==> src/rtl/serport.sv <==
module serport #(
  parameter int DW  = 8,
  parameter int OSR = 16
) (
  input  logic          clk,
  input  logic          rst_n,
  input  logic          tick16,
  input  logic [1:0]    mode,
  input  logic          filt_en,
  input  logic          rx_en,
  input  logic          ninth_tx,
  input  logic          tx_start,
  input  logic [DW-1:0] tx_data,
  input  logic          ti_clr,
  input  logic          ri_clr,
  input  logic          rxd,
  output logic          txd,
  output logic          sclk,
  output logic          ti,
  output logic          ri,
  output logic          ninth_rx,
  output logic [DW-1:0] rx_data
);
  localparam int CW = $clog2(OSR);
  localparam logic [CW-1:0] MID  = CW'(OSR/2 - 1);
  localparam logic [CW-1:0] BEND = CW'(OSR - 1);
  localparam logic [3:0] M0_LAST = 4'(DW - 1);
  localparam logic [3:0] D_LAST  = 4'(DW);

  logic [1:0] rs;
  logic rx_s, m0, nine;
  logic [3:0] stop_idx;
  assign rx_s = rs[1];
  assign m0 = (mode == 2'd0);
  assign nine = mode[1];
  assign stop_idx = nine ? 4'(DW + 2) : 4'(DW + 1);

  always_ff @(posedge clk or negedge rst_n)
    if (!rst_n) rs <= 2'b11;
    else        rs <= {rs[0], rxd};

  // shared shifter: async transmit, mode 0 transmit and mode 0 receive
  logic          tbusy, trx;
  logic [CW-1:0] tcnt;
  logic [3:0]    tidx;
  logic [DW+1:0] tsh;

  always_ff @(posedge clk or negedge rst_n) begin
    if (!rst_n) begin
      tbusy <= 1'b0; trx <= 1'b0; tcnt <= '0; tidx <= '0; tsh <= '0;
      txd <= 1'b1; sclk <= 1'b1;
    end else if (!tbusy) begin
      if (tx_start) begin
        tbusy <= 1'b1; trx <= 1'b0; tcnt <= '0; tidx <= '0;
        if (m0) begin
          txd <= tx_data[0]; sclk <= 1'b0;
          tsh <= {3'b111, tx_data[DW-1:1]};
        end else begin
          txd <= 1'b0;
          tsh <= {1'b1, nine ? ninth_tx : 1'b1, tx_data};
        end
      end else if (m0 && rx_en && !ri) begin
        tbusy <= 1'b1; trx <= 1'b1; tcnt <= '0; tidx <= '0;
        sclk <= 1'b0; tsh <= '0;
      end
    end else if (tick16) begin
      tcnt <= tcnt + 1'b1;
      if (m0) begin
        if (tcnt == MID) begin
          sclk <= 1'b1;
          if (trx) tsh[DW-1:0] <= {rx_s, tsh[DW-1:1]};
        end
        if (tcnt == BEND) begin
          if (tidx == M0_LAST) begin
            tbusy <= 1'b0; txd <= 1'b1;
          end else begin
            tidx <= tidx + 4'd1; sclk <= 1'b0;
            if (!trx) begin
              txd <= tsh[0]; tsh <= {1'b1, tsh[DW+1:1]};
            end
          end
        end
      end else if (tcnt == BEND) begin
        if (tidx == stop_idx) tbusy <= 1'b0;
        else begin
          tidx <= tidx + 4'd1; txd <= tsh[0];
          tsh <= {1'b1, tsh[DW+1:1]};
        end
      end
    end
  end

  logic ti_set, m0_done;
  assign ti_set = tbusy && !trx && tick16 && tcnt == BEND &&
                  (m0 ? tidx == M0_LAST : tidx == stop_idx - 4'd1);
  assign m0_done = tbusy && trx && tick16 && tcnt == BEND &&
                   tidx == M0_LAST && m0 && rx_en && !ri;

  // asynchronous receiver
  logic          ract, r9;
  logic [CW-1:0] rcnt;
  logic [3:0]    ridx;
  logic [DW-1:0] rsh;

  always_ff @(posedge clk or negedge rst_n) begin
    if (!rst_n) begin
      ract <= 1'b0; r9 <= 1'b0; rcnt <= '0; ridx <= '0; rsh <= '0;
    end else if (!rx_en || m0) begin
      ract <= 1'b0;
    end else if (tick16) begin
      if (!ract) begin
        if (!rx_s) begin
          ract <= 1'b1; rcnt <= '0; ridx <= '0;
        end
      end else begin
        rcnt <= rcnt + 1'b1;
        if (rcnt == MID) begin
          ridx <= ridx + 4'd1;
          if (ridx == 4'd0) begin
            if (rx_s) ract <= 1'b0;
          end else if (ridx == stop_idx) ract <= 1'b0;
          else if (ridx <= D_LAST) rsh <= {rx_s, rsh[DW-1:1]};
          else r9 <= rx_s;
        end
      end
    end
  end

  logic stop_ev, ninth_val, accept;
  assign stop_ev = ract && tick16 && rcnt == MID && ridx == stop_idx && rx_en && !m0;
  assign ninth_val = nine ? r9 : rx_s;
  assign accept = stop_ev && !ri && (!filt_en || ninth_val);

  always_ff @(posedge clk or negedge rst_n) begin
    if (!rst_n) begin
      ti <= 1'b0; ri <= 1'b0; ninth_rx <= 1'b0; rx_data <= '0;
    end else begin
      if (ti_set)      ti <= 1'b1;
      else if (ti_clr) ti <= 1'b0;
      if (m0_done) begin
        ri <= 1'b1; rx_data <= tsh[DW-1:0];
      end else if (accept) begin
        ri <= 1'b1; rx_data <= rsh; ninth_rx <= ninth_val;
      end else if (ri_clr) ri <= 1'b0;
    end
  end
endmodule


==> config.mk <==
export PLATFORM = sky130hd
export DESIGN_NAME = serport
export DESIGN_NICKNAME = d
export VERILOG_FILES = /design/src/rtl/serport.sv
export SDC_FILE = /design/constraint.sdc
export NUM_CORES = 1
export LEC_CHECK = 0
export BUFFER_PORTS_ARGS = -buffer_cell sky130_fd_sc_hd__buf_2
export CORE_ASPECT_RATIO = 1.2
export CORE_UTILIZATION = 30
export CTS_CLUSTER_DIAMETER = 60
export CTS_CLUSTER_SIZE = 24
export DETAILED_ROUTE_END_ITERATION = 8
export PLACE_DENSITY = 0.45
export SYNTH_ARGS = -nofsm -noshare
export SYNTH_HDL_FRONTEND = slang
export SYNTH_SLANG_ARGS = --single-unit
==> constraint.sdc <==
create_clock -name clk -period 2.69 [get_ports clk]
set_input_delay 0.269 -clock clk [delete_from_list [all_inputs] [get_ports clk]]
set_output_delay 0.269 -clock clk [all_outputs]
set_load 0.02 [all_outputs]
# Word level (Yosys, flattened, before mapping)
# Index checks and enable logic that the tools add are counted.
op_classes:
  addsub: 5
  n_lt_le_gt_ge: 1
  eq_ne: 18
  n_mux: 76
  bitwise_logic: 6
  reduce_logical: 48
op_table:
  columns: ["op", "n"]
  rows:
  - ["two-way mux 10 bit", 10]
  - ["two-way mux 4 bit", 15]
  - ["two-way mux 1 bit", 45]
  - ["two-way mux 8 bit", 4]
  - ["logical AND 1 bit", 20]
  - ["adder 4 x 1 -> 4 bit (second input constant)", 4]
  - ["AND reduction 7 bit", 2]
  - ["== test 4 x 3 -> 1 bit (second input constant)", 3]
  - ["== test 4 bit", 3]
  - ["AND reduction 4 bit", 3]
  - ["AND reduction 5 bit", 2]
  - ["nonzero test 2 bit", 5]
  - ["two-way mux 9 bit", 1]
  - ["!= test 3 bit (second input constant)", 3]
  - ["!= test 2 x 1 -> 1 bit (second input constant)", 4]
  - ["inverter 1 bit", 6]
  - ["AND reduction 2 bit", 3]
  - ["AND reduction 6 bit", 1]
  - ["nonzero test 3 bit", 2]
  - ["zero test 1 bit", 5]
  - ["== test 4 bit (second input constant)", 1]
  - ["<= comparator 4 bit (second input constant)", 1]
  - ["zero test 4 bit", 1]
  - ["!= test 2 bit (second input constant)", 2]
  - ["7 further kinds", 8]
totals:
  ff_bits: 53
  in_bits: 20
  out_inout_bits: 13

# Logic depth before layout (Yosys ltp)
# Gate-level depths: netlist of run 1.
logic_depth:
  ltp_word: 9
  depth_mapped: 7

# Worst setup path before layout of run 1
# Ideal clock, no wire load.
synth_timing:
  path_type: "reg2reg"
  start: "register tidx[1]"
  end: "register tsh[2]"
  setup_ps: 142
  arrival_ps: 1726
  slack_ps: 822
  path_stages_with_launch: 8
  cell_sequence: "dfrtp_1 > ha_1 > and3b_1 > buf_2 > or3_1 > nand3_1 > o21a_4 > o221ai_1"
synth_via:
  elab_chain_len: 6
synth_lines:
  columns: ["item", "line_no", "rtl"]
  rows:
  - ["start: declaration", "45", "logic [3:0] tidx;"]
  - ["start signal: assignment", "86", "tidx <= tidx + 4'd1; txd <= tsh[0];"]
  - ["== test 4 x 3 -> 1 bit", "74", "if (tidx == M0_LAST) begin"]
  - ["two-way mux 10 bit", "74", null]
  - ["two-way mux 10 bit", "73", "if (tcnt == BEND) begin"]
  - ["two-way mux 10 bit", "68", "if (m0) begin"]
  - ["two-way mux 10 bit", "66", "end else if (tick16) begin"]
  - ["two-way mux 10 bit", "52", "end else if (!tbusy) begin"]
  - ["end signal: assignment", "57", "tsh <= {3'b111, tx_data[DW-1:1]};"]
  - ["end signal: indexed assignment", "71", "if (trx) tsh[DW-1:0] <= {rx_s, tsh[DW-1:1]};"]
  - ["end signal: assignment", "79", "txd <= tsh[0]; tsh <= {1'b1, tsh[DW+1:1]};"]
  - ["end: declaration", "46", "logic [DW+1:0] tsh;"]
# Several ways; a longest one is shown, not always the timed one. The select of a mux whose other input is x is not followed.
# A chain may end at the register's enable or synchronous reset.

# Worst setup path after layout of run 1
layout_timing:
  start: "register tidx[0]"
  end: "register tsh[2]"
# The elaborated chain is that of the path after synthesis.

==> metrics, run 1 <==
layout cells sized above 1=a little over a fifth; Pleak=about 0.0016 µW; hold buffers post-CTS=1; WL/cell=16.1 µm; post-DP HPWL=5.18 mm; Antenna Cells=0; first-pass GRT wire length=between 10 and 15 mm; Yosys cell types=50; post-cts resize count=0; # clock sinks=53; RD Place Congestion=~0.77; Reg clk slew, reported paths=0.07 ns; Worst setup startpoint=tidx[0]$_DFFE_PN0P_; DP Cell Count=roughly 440; Die X=between 90 and 100 µm; syn nets=~320; Routed Wire Length=7.19 mm; maximum fanout along the worst path=9; maxcap violations=0; CP required=roughly 2.9 ns; switching share of power=32.7%; final-layout fill cell count=just under 1000; Mapped Cells=slightly below 300; status=complete, but fails checks; Fin Hold WS=0.0588 ns; fin crit share=roughly 80%; GR Overflow Total=0; Post-CTS Setup Inserts=0; die area=0.0101 mm²; asr flop ratio synth=100%; Syn. warnings=0; starting density of the core=between 30% and 40%; initial antenna violation count=0; worst skew pair latency=approximately 0.3 ns; total negative slack=0 ns; Clock Path Buffers=2; r2r worst-path depth=6; port bufs=32; RSZ-0062 raised after global routing=false; worst r2r dst=tsh[2]$_DFFE_PN0P_; Nets=approximately 350; violated checks=design-rule violations; final hold vios=0; Max Fclk=~470 MHz; Root Buffer=clkbuf_16; CORE AREA=around 0.0095 mm²; Slew headroom=around 66%; sequential share of the synthesized area=45.8%; Die Ht=110 µm; GRT Resource Usage Total=15.2%; CTS tree=yes; Pint=between 1500 and 2000 µW; vias in the first global route=~2200; syn avg cell area=around 10 µm²; cell chain of the critical path=ha_1 > and3b_1 > or3_1 > nand3_1 > o21a_4 > o221ai_1; initial DRC count=between 100 and 150; Hold Startpoint=rxd; CP Class=reg2reg; reg-to-reg slack, setup=0.58 ns; maximum VDD drop=0.361 mV; Post-Synthesis Cell Area=just under 0.003 mm²; vias per inst=roughly 5.1; Top FF cell, synth=dfrtp_1; H-tree levels=2; Yosys reg bits=between 50 and 60; areal power density over the cells=678 mW/mm²; slew at the pin with the worst max-slew slack=0.512 ns; Post-DP Area=0.00319 mm²; largest net degree at the start of global routing=22; Crit path arrival time=roughly 2.3 ns; Critical Path Slowest Stage Cell=dfrtp_1; CTS buffer count=5; Pre-Repair DR Iteration Count=8; Comb pwr share=roughly a fifth; Critical Path End=tsh[2]$_DFFE_PN0P_; endpoint type of the worst setup path=flip-flop; Hold Path Class=in2reg; Critical Path Max Stage Delay=about 0.47 ns; Max Slew Vio Count=0; Routed Antenna Nets=0; Seq pwr share=between 50% and 60%; row cnt=39; r2r startpoint=tidx[0]$_DFFE_PN0P_; Place WS=~0.6 ns; area grow syn2layout=15.2%; CP Launch Type=flip-flop; clock share of power=between 20% and 30%; fin area=0.00335 mm²; Setup violations, final=0; Setup Skew=0.00537 ns; final worst setup slack=just under 0.6 ns; via count=2300; Non-Filler Instances=approximately 450; Sw Pwr=between 700 and 800 µW; drc violations=2; Tmin final=~2.1 ns; EDFF count, synth=0; Ports=33
[critical path: cells and delay by family (launching register included)]
family          cells  cell delay, ns
flops               1            0.47
fa+ha+maj           1            0.26
simple gates        3            0.89
compound gates      2            0.34
[worst min-delay path by stage]
stage / end / slack [ns] / cells past startpoint
2_1_floorplan: ninth_rx$_DFFE_PN0P_ / -0.03 / 0
3_3_place_gp: ridx[2]$_DFFE_PN0P_ / 0.26 / 1
3_5_place_dp: ridx[2]$_DFFE_PN0P_ / 0.27 / 1
4_1_cts: rs[0]$_DFF_PN1_ / 0.05 / 1
5_1_grt: rs[0]$_DFF_PN1_ / 0.06 / 1
6_report: rs[0]$_DFF_PN1_ / 0.06 / 1
[layout by cell type (no fill, tap or decap), types with 2 or more instances in the layout]
cell / synthesis / final
nand4_1: 13 / 13
nor3b_1: 3 / 3
nand4b_1: 2 / 2
buf_2: 7 / 32
nand3b_1: 3 / 3
o31ai_1: 2 / 2
and4b_1: 2 / 2
and3b_1: 3 / 3
xnor2_1: 2 / 2
nand3_1: 13 / 13
clkbuf_16: 0 / 5
dfstp_2: 4 / 4
inv_6: 0 / 2
ha_1: 5 / 5
xor2_1: 2 / 2
nor2b_1: 4 / 4
a21o_1: 2 / 2
o21ai_0: 18 / 18
nand2_1: 32 / 32
o21ai_2: 2 / 2
nand2b_1: 3 / 3
a22oi_1: 8 / 8
a22o_1: 5 / 5
o221ai_1: 9 / 9
buf_4: 1 / 7
and3_1: 2 / 2
mux2_2: 13 / 13
mux2i_1: 13 / 13
and4_1: 2 / 2
a21oi_1: 12 / 12
o211ai_1: 2 / 2
nor2_1: 11 / 11
inv_1: 14 / 14
dfrtp_1: 49 / 49
nor3_1: 6 / 6
[registers in the layout (all words and copies together) (netlist names)]
signal	flops
ninth_rx	1
sclk	1
ridx	4
txd	1
trx	1
tidx	4
tbusy	1
rs	2
rsh	8
tsh	10
ract	1
ri	1
tcnt	4
ti	1
rx_data	8
r9	1
rcnt	4
[power groups by stage]
stage	Combinational (µW)	Sequential [µW]	Clock, µW
2_1_floorplan	358	1090	0
3_3_place_gp	443	1160	0
3_5_place_dp	447	1160	0
4_1_cts	449	1150	708
5_1_grt	501	1180	724
6_report	443	1150	678
[area by class of cell]
class | instances | area (µm²) | share of cell area [%]
repair buffers | 40 | 223 | 6.65
clock buffers | 5 | 125 | 3.74
well taps | 123 | 154 | 4.59
multi-input cells | 210 | 1440 | 43.0
inverters | 14 | 52.6 | 1.57
clock inverters | 3 | 25.0 | 0.747
flip-flops and latches | 53 | 1330 | 39.7
[routing by layer]
metal | global-route usage, % | up-vias | part of all wire (%) | wire length (µm)
met5 | 0 | - | 0 | 0
met1 | 19.9 | 1096 | 46 | 3340
met4 | 5.58 | 0 | 1.8 | 133
li1 | - | 1150 | - | -
met3 | 2.70 | 8 | 3.0 | 215
met2 | 25.1 | 46 | 49 | 3510
[Yosys cell counts (8+ instances only)]
cell | n | area [µm²]
dfrtp_1 | 49 | 1230
nand2_1 | 32 | 120
o21ai_0 | 18 | 90.1
inv_1 | 14 | 52.6
mux2_2 | 13 | 146
mux2i_1 | 13 | 130
nand3_1 | 13 | 65.1
nand4_1 | 13 | 81.3
a21oi_1 | 12 | 60.1
clkbuf_1 | 11 | 41.3
nor2_1 | 11 | 41.3
o221ai_1 | 9 | 78.8
a22oi_1 | 8 | 60.1
[logic make-up after synthesis]
logic type | after synthesis | share of synthesized area, %
buffers and inverters | 33 | 4.69
DFF | 53 | 45.8
xor gates and xnor gates | 4 | 1.21
adders and majority gates | 5 | 2.15
and+or+nand+nor | 104 | 19.4
AOI/OAI and AO/OA | 71 | 17.2
muxes | 26 | 9.51
[metrics by stage]
stage,utilization [%],power [µW]
2_1_floorplan,-,1450
3_3_place_gp,33.7,1610
3_5_place_dp,33.7,1610
4_1_cts,35.4,2310
5_1_grt,35.4,2400
6_report,35.4,2270
Power figures use the tool's default switching activity.
==> run 2: changes to the inputs <==
==> constraint.sdc (replaced) <==
create_clock -name clk -period 2.1 [get_ports clk]
set_input_delay 0.21 -clock clk [delete_from_list [all_inputs] [get_ports clk]]
set_output_delay 0.21 -clock clk [all_outputs]
set_load 0.02 [all_outputs]
==> metrics, run 2 (synthesis gave the netlist of run 1 again) <==
status=complete, but fails checks (unchanged); violated checks=design-rule violations (unchanged); Post-DP Area=0.00327 mm² (was 0.00319 mm²); Max Fclk=523 MHz (was 475 MHz); Most flops, register=tsh (unchanged); vias per inst=5.20 (was 5.13); Nets=359 (was 349); Storage cell area=0.00133 mm² (unchanged); areal power density over the cells=860 mW/mm² (was 678 mW/mm²); CP required=2.34 ns (was 2.86 ns); most frequent cells in the layout=49 x dfrtp_1, 32 x nand2_1, 32 x buf_2 (unchanged); maxcap violations=0 (unchanged); largest net degree at the start of global routing=34 (was 22); drc violations=2 (unchanged); via count=2383 (was 2300); row cnt=39 (unchanged); Hold Path Class=in2reg (unchanged); maximum fanout along the worst path=8 (was 9); Antenna Cells=0 (unchanged); die area=0.0101 mm² (unchanged); layout cells sized above 1=23.6% (was 21.5%); CTS buffer count=5 (unchanged); port bufs=32 (unchanged); clock share of power=30.0% (was 29.8%); Slew headroom=64.2% (was 65.8%); Post-CTS Setup Inserts=0 (unchanged); Die Ht=110 µm (unchanged); initial DRC count=151 (was 126); endpoint type of the worst setup path=flip-flop (unchanged); RD Place Congestion=0.787 (was 0.767); CP Class=reg2reg (unchanged); number of flip-flops under the largest register name=10 (unchanged); Routed Wire Length=7.31 mm (was 7.19 mm); worst skew pair latency=0.30 ns (about the same); initial antenna violation count=0 (unchanged); Reg clk slew, reported paths=0.08 ns (was 0.07 ns); CORE AREA=0.00947 mm² (unchanged); H-tree levels=2 (unchanged); WL/cell=16.0 µm (was 16.1 µm); first-pass GRT wire length=11.9 mm (was 11.7 mm); Pleak=0.00162 µW (was 0.00157 µW); Comb pwr share=21.4% (was 19.5%); Critical Path Max Stage Delay=0.47 ns (about the same); fin area=0.00344 mm² (was 0.00335 mm²); cell chain of the critical path=ha_1 > nand3_1 > nor2_1 > and4_1 > a22oi_1 > nand2_1 (was ha_1 > and3b_1 > or3_1 > nand3_1 > o21a_4 > o221ai_1); Tmin final=1.91 ns (was 2.11 ns); RSZ-0062 raised after global routing=false (unchanged); slew at the pin with the worst max-slew slack=0.537 ns (was 0.512 ns); biggest regs=tsh (10), rsh (8), rx_data (8) (unchanged); Pint=2000 µW (was 1530 µW); switching share of power=32.5% (was 32.7%); GR Overflow Total=0 (unchanged); Root Buffer=clkbuf_16 (unchanged); fin crit share=91.0% (was 78.3%); Seq pwr share=48.7% (was 50.7%); Setup Skew=0.00559 ns (was 0.00537 ns); post-DP HPWL=5.36 mm (was 5.18 mm); area grow syn2layout=18.5% (was 15.2%); GRT Resource Usage Total=15.4% (was 15.2%); Clock Path Buffers=2 (unchanged); # clock sinks=53 (unchanged); Critical Path Slowest Stage Cell=and4_1 (was dfrtp_1); Sw Pwr=963 µW (was 743 µW); commonest non-fill, non-tap cell in the layout=dfrtp_1 (unchanged); Max Slew Vio Count=0 (unchanged); final hold vios=0 (unchanged); CTS tree=yes (unchanged); CP Launch Type=flip-flop (unchanged); Setup violations, final=0 (unchanged); Pre-Repair DR Iteration Count=6 (was 8); Die X=91.9 µm (unchanged); final-layout fill cell count=982 (was 977); vias in the first global route=2269 (was 2177); Crit path arrival time=2.15 ns (was 2.28 ns); Ports=33 (unchanged); hold buffers post-CTS=2 (was 1); starting density of the core=30.7% (unchanged); area of the multi-input gates=0.00144 mm² (unchanged); maximum VDD drop=0.332 mV (was 0.361 mV); Routed Antenna Nets=0 (unchanged); total negative slack=0 ns (unchanged); post-cts resize count=0 (unchanged)
[run 2: changes by cell type in the layout (fill, tap and decap cells not counted), sizes merged]
cell,previous run,this run
buf,39,48
clkinvlp,1,0
dlygate4sd3,1,2
inv,16,17
[run 2: per-layer routing]
metal	vias up	track usage [%]	share of wire [%]
met1	1162	20.4	46
met5	-	0	0
met3	10	2.56	3.4
met4	0	5.47	1.7
met2	43	25.5	49
li1	1168	-	-
[run 2: worst max-delay path: cells and delay by family, from the launching register on]
family                     cells  cell delay [ns]
AOI/OAI and AO/OA              1             0.15
adders and majority gates      1             0.25
DFF                            1             0.41
and+or+nand+nor                4             1.03
[run 2: power by group through the flow]
stage                     logic (µW)  clock network (µW)  registers, µW
final                            633                 887           1440
after global routing             724                 945           1470
after CTS                        643                 918           1450
after detailed placement         638                   0           1470
after global placement           630                   0           1460
after floorplan                  459                   0           1390
[run 2: path summary, 6_finish.rpt]
check / start / end / slack (ns) / depth (start not counted)
max: tcnt[0]$_DFFE_PN0P_ / rx_data[5]$_DFFE_PN0P_ / 0.19 / 6
min: ri_clr / ri$_DFFE_PN0P_ / 0.12 / 2
max reg2reg: tcnt[0]$_DFFE_PN0P_ / rx_data[5]$_DFFE_PN0P_ / 0.19 / 6
min reg2reg: rs[0]$_DFF_PN1_ / rs[1]$_DFF_PN1_ / 0.36 / 0
max in group asynchronous: rst_n / rs[0]$_DFF_PN1_ / 1.06 / 3
min in group asynchronous: rst_n / rcnt[3]$_DFFE_PN0P_ / 0.42 / 2
[run 2: metrics by stage]
step,total power [µW],hold slack (ns),instances,util [%],worst slack [ns]
finish,2960,0.122,458,36.4,0.189
global route,3140,0.122,458,36.4,0.00634
CTS,3010,0.116,458,36.4,0.216
detailed placement,2100,0.227,448,34.5,0.238
global placement,2090,0.234,448,34.5,0.214
floorplan,1850,-0.0856,296,-,0.232
[run 2: cell type report]
type                    instances  area share (%)
clock buffers                   5            3.63
multi-input cells             210            41.8
flip-flops and latches         53            38.7
clock inverters                 3           0.836
inverters                      14            1.53
well taps                     123            4.47
repair buffers                 50            9.08
==> run 3: changes to the inputs <==
--- a/config.mk
+++ b/config.mk
@@ -5,7 +5,7 @@
 export SDC_FILE = /design/constraint.sdc
 export NUM_CORES = 1
 export LEC_CHECK = 0
-export BUFFER_PORTS_ARGS = -buffer_cell sky130_fd_sc_hd__buf_2
+export BUFFER_PORTS_ARGS = -buffer_cell sky130_fd_sc_hd__buf_4
 export CORE_ASPECT_RATIO = 1.2
 export CORE_UTILIZATION = 30
 export CTS_CLUSTER_DIAMETER = 60
==> metrics, run 3 (synthesis gave the netlist of run 1 again) <==
RSZ-0062 raised after global routing=false (unchanged); Global Route met3 Usage=2.56% (unchanged); worst r2r dst=tsh[2]$_DFFE_PN0P_ (was rx_data[5]$_DFFE_PN0P_); Setup Skew=0.00474 ns (was 0.00559 ns); maxcap violations=0 (unchanged); post-DP HPWL=5.24 mm (was 5.36 mm); slew at the pin with the worst max-slew slack=0.696 ns (was 0.537 ns); DP Cell Count=444 (was 448); endpoint type of the worst setup path=flip-flop (unchanged); Non-Filler Instances=454 (was 458); GR Overflow Total=0 (unchanged); Crit path arrival time=2.16 ns (was 2.15 ns); Setup violations, final=0 (unchanged); RD Place Congestion=0.792 (was 0.787); vias per inst=5.19 (was 5.20); via count=2355 (was 2383); met2 Use GR=26.8% (was 25.5%); Pleak=0.00161 µW (was 0.00162 µW); r2r worst-path depth=5 (was 6); drc violations=0 (was 2); Tmin final=1.99 ns (was 1.91 ns); worst skew pair latency=0.30 ns (about the same); Nets=355 (was 359); r2r startpoint=ri$_DFFE_PN0P_ (was tcnt[0]$_DFFE_PN0P_); largest net degree at the start of global routing=54 (was 34); die area=0.0101 mm² (unchanged); CORE AREA=0.00947 mm² (unchanged); met1 Use GR=21.4% (was 20.4%); Place WS=0.120 ns (was 0.238 ns); most frequent cells in the layout=49 x dfrtp_1, 44 x buf_4, 32 x nand2_1 (was 49 x dfrtp_1, 32 x nand2_1, 32 x buf_2); Slew headroom=53.6% (was 64.2%); GRT Resource Usage Total=16.2% (was 15.4%); Die X=91.9 µm (unchanged); Most flops, register=tsh (unchanged); CTS tree=yes (unchanged); CP Class=reg2reg (unchanged); biggest regs=tsh (10), rsh (8), rx_data (8) (unchanged); starting density of the core=30.7% (unchanged); first-pass GRT wire length=12.4 mm (was 11.9 mm); Reg clk slew, reported paths=0.08 ns (about the same); initial DRC count=155 (was 151); GRT busiest layer=met2 (unchanged); number of flip-flops under the largest register name=10 (unchanged); CP required=2.27 ns (was 2.34 ns); maximum fanout along the worst path=7 (was 8); CTS buffer count=5 (unchanged); row cnt=39 (unchanged); H-tree levels=2 (unchanged); Post-Route Utilization=36.8% (was 36.4%); total negative slack=0 ns (unchanged); Max Slew Vio Count=0 (unchanged); area grow syn2layout=19.8% (was 18.5%); Antenna Cells=0 (unchanged); Hold Startpoint=ri_clr (unchanged); reg-to-reg slack, setup=0.11 ns (was 0.19 ns); final hold vios=0 (unchanged); Hold Path Class=in2reg (unchanged); port bufs=32 (unchanged); Clock Path Buffers=2 (unchanged); fin crit share=94.8% (was 91.0%); Die Ht=110 µm (unchanged); initial antenna violation count=0 (unchanged); WL/cell=16.3 µm (was 16.0 µm); commonest non-fill, non-tap cell in the layout=dfrtp_1 (unchanged); Post-CTS Setup Inserts=0 (unchanged); final worst setup slack=0.109 ns (was 0.189 ns); Worst Hold End=ri$_DFFE_PN0P_ (unchanged); Root Buffer=clkbuf_16 (unchanged); Pre-Repair DR Iteration Count=6 (unchanged); Fin Hold WS=0.103 ns (was 0.122 ns); Routed Antenna Nets=0 (unchanged); status=completed (was complete, but fails checks); final-layout fill cell count=991 (was 982); Storage cell area=0.00133 mm² (unchanged); worst hold path depth=2 (unchanged); Ports=33 (unchanged); CP Launch Type=flip-flop (unchanged); Max Fclk=502 MHz (was 523 MHz); # clock sinks=53 (unchanged); Routed Wire Length=7.42 mm (was 7.31 mm); vias in the first global route=2337 (was 2269); area of the multi-input gates=0.00144 mm² (about the same); layout cells sized above 1=23.6% (about the same); maximum VDD drop=0.356 mV (was 0.332 mV); areal power density over the cells=854 mW/mm² (was 860 mW/mm²)
-- run 3: cell count changes in the layout (fill, tap and decap cells not counted), sizes merged --
cell and change:
buf -4
-- run 3: final cells by class --
class                      instances  area share [%]
sequential                        53            38.2
multi-input combinational        210            41.5
timing repair buffer              46            10.1
inverter                          14            1.51
tap                              123            4.42
clock buffer                       5            3.59
clock inverter                     3           0.754
-- run 3: timing repair --
action	CTS	global route
resized for setup	0	3
setup endpoints to repair	0	12
hold buffers	1	1
hold endpoints to repair	48	1
-- run 3: metal layers --
layer	vias up	wire length [µm]
li1	1158	-
met1	1151	3490
met2	39	3630
met3	7	174
met4	0	119
met5	-	0
-- run 3: power by group --
part / switching, µW / internal [µW] / total, µW
Clock: 434 / 457 / 891
Sequential: 230 / 1230 / 1460
Combinational: 310 / 318 / 627
Total: 973 / 2000 / 2970
-- run 3: worst max path at each step --
stage                        start                 end  slack (ns)  depth (start not counted)
3_3_place_gp        ri$_DFFE_PN0P_  tsh[2]$_DFFE_PN0P_        0.13                          5
4_1_cts             ri$_DFFE_PN0P_  tsh[2]$_DFFE_PN0P_        0.10                          5
5_1_grt        tidx[1]$_DFFE_PN0P_  tsh[7]$_DFFE_PN0P_       0.003                          6
3_5_place_dp        ri$_DFFE_PN0P_  tsh[2]$_DFFE_PN0P_        0.12                          5
6_report            ri$_DFFE_PN0P_  tsh[2]$_DFFE_PN0P_        0.11                          5
2_1_floorplan  tidx[1]$_DFFE_PN0P_  tsh[2]$_DFFE_PN0P_        0.23                          7
-- run 3: critical path, cell delays in order (launching register included) --
cell	delay, ns
dfrtp_1	0.43
or4b_1	0.58
o221ai_1	0.22
a21o_1	0.28
o21a_4	0.22
o221ai_1	0.13
-- run 3: through the flow --
stage | instance area, µm² | power (µW)
finish | 3480 | 2970
global route | 3480 | 3170
CTS | 3470 | 3010
detailed placement | 3310 | 2110
global placement | 3310 | 2110
floorplan | 2910 | 1850
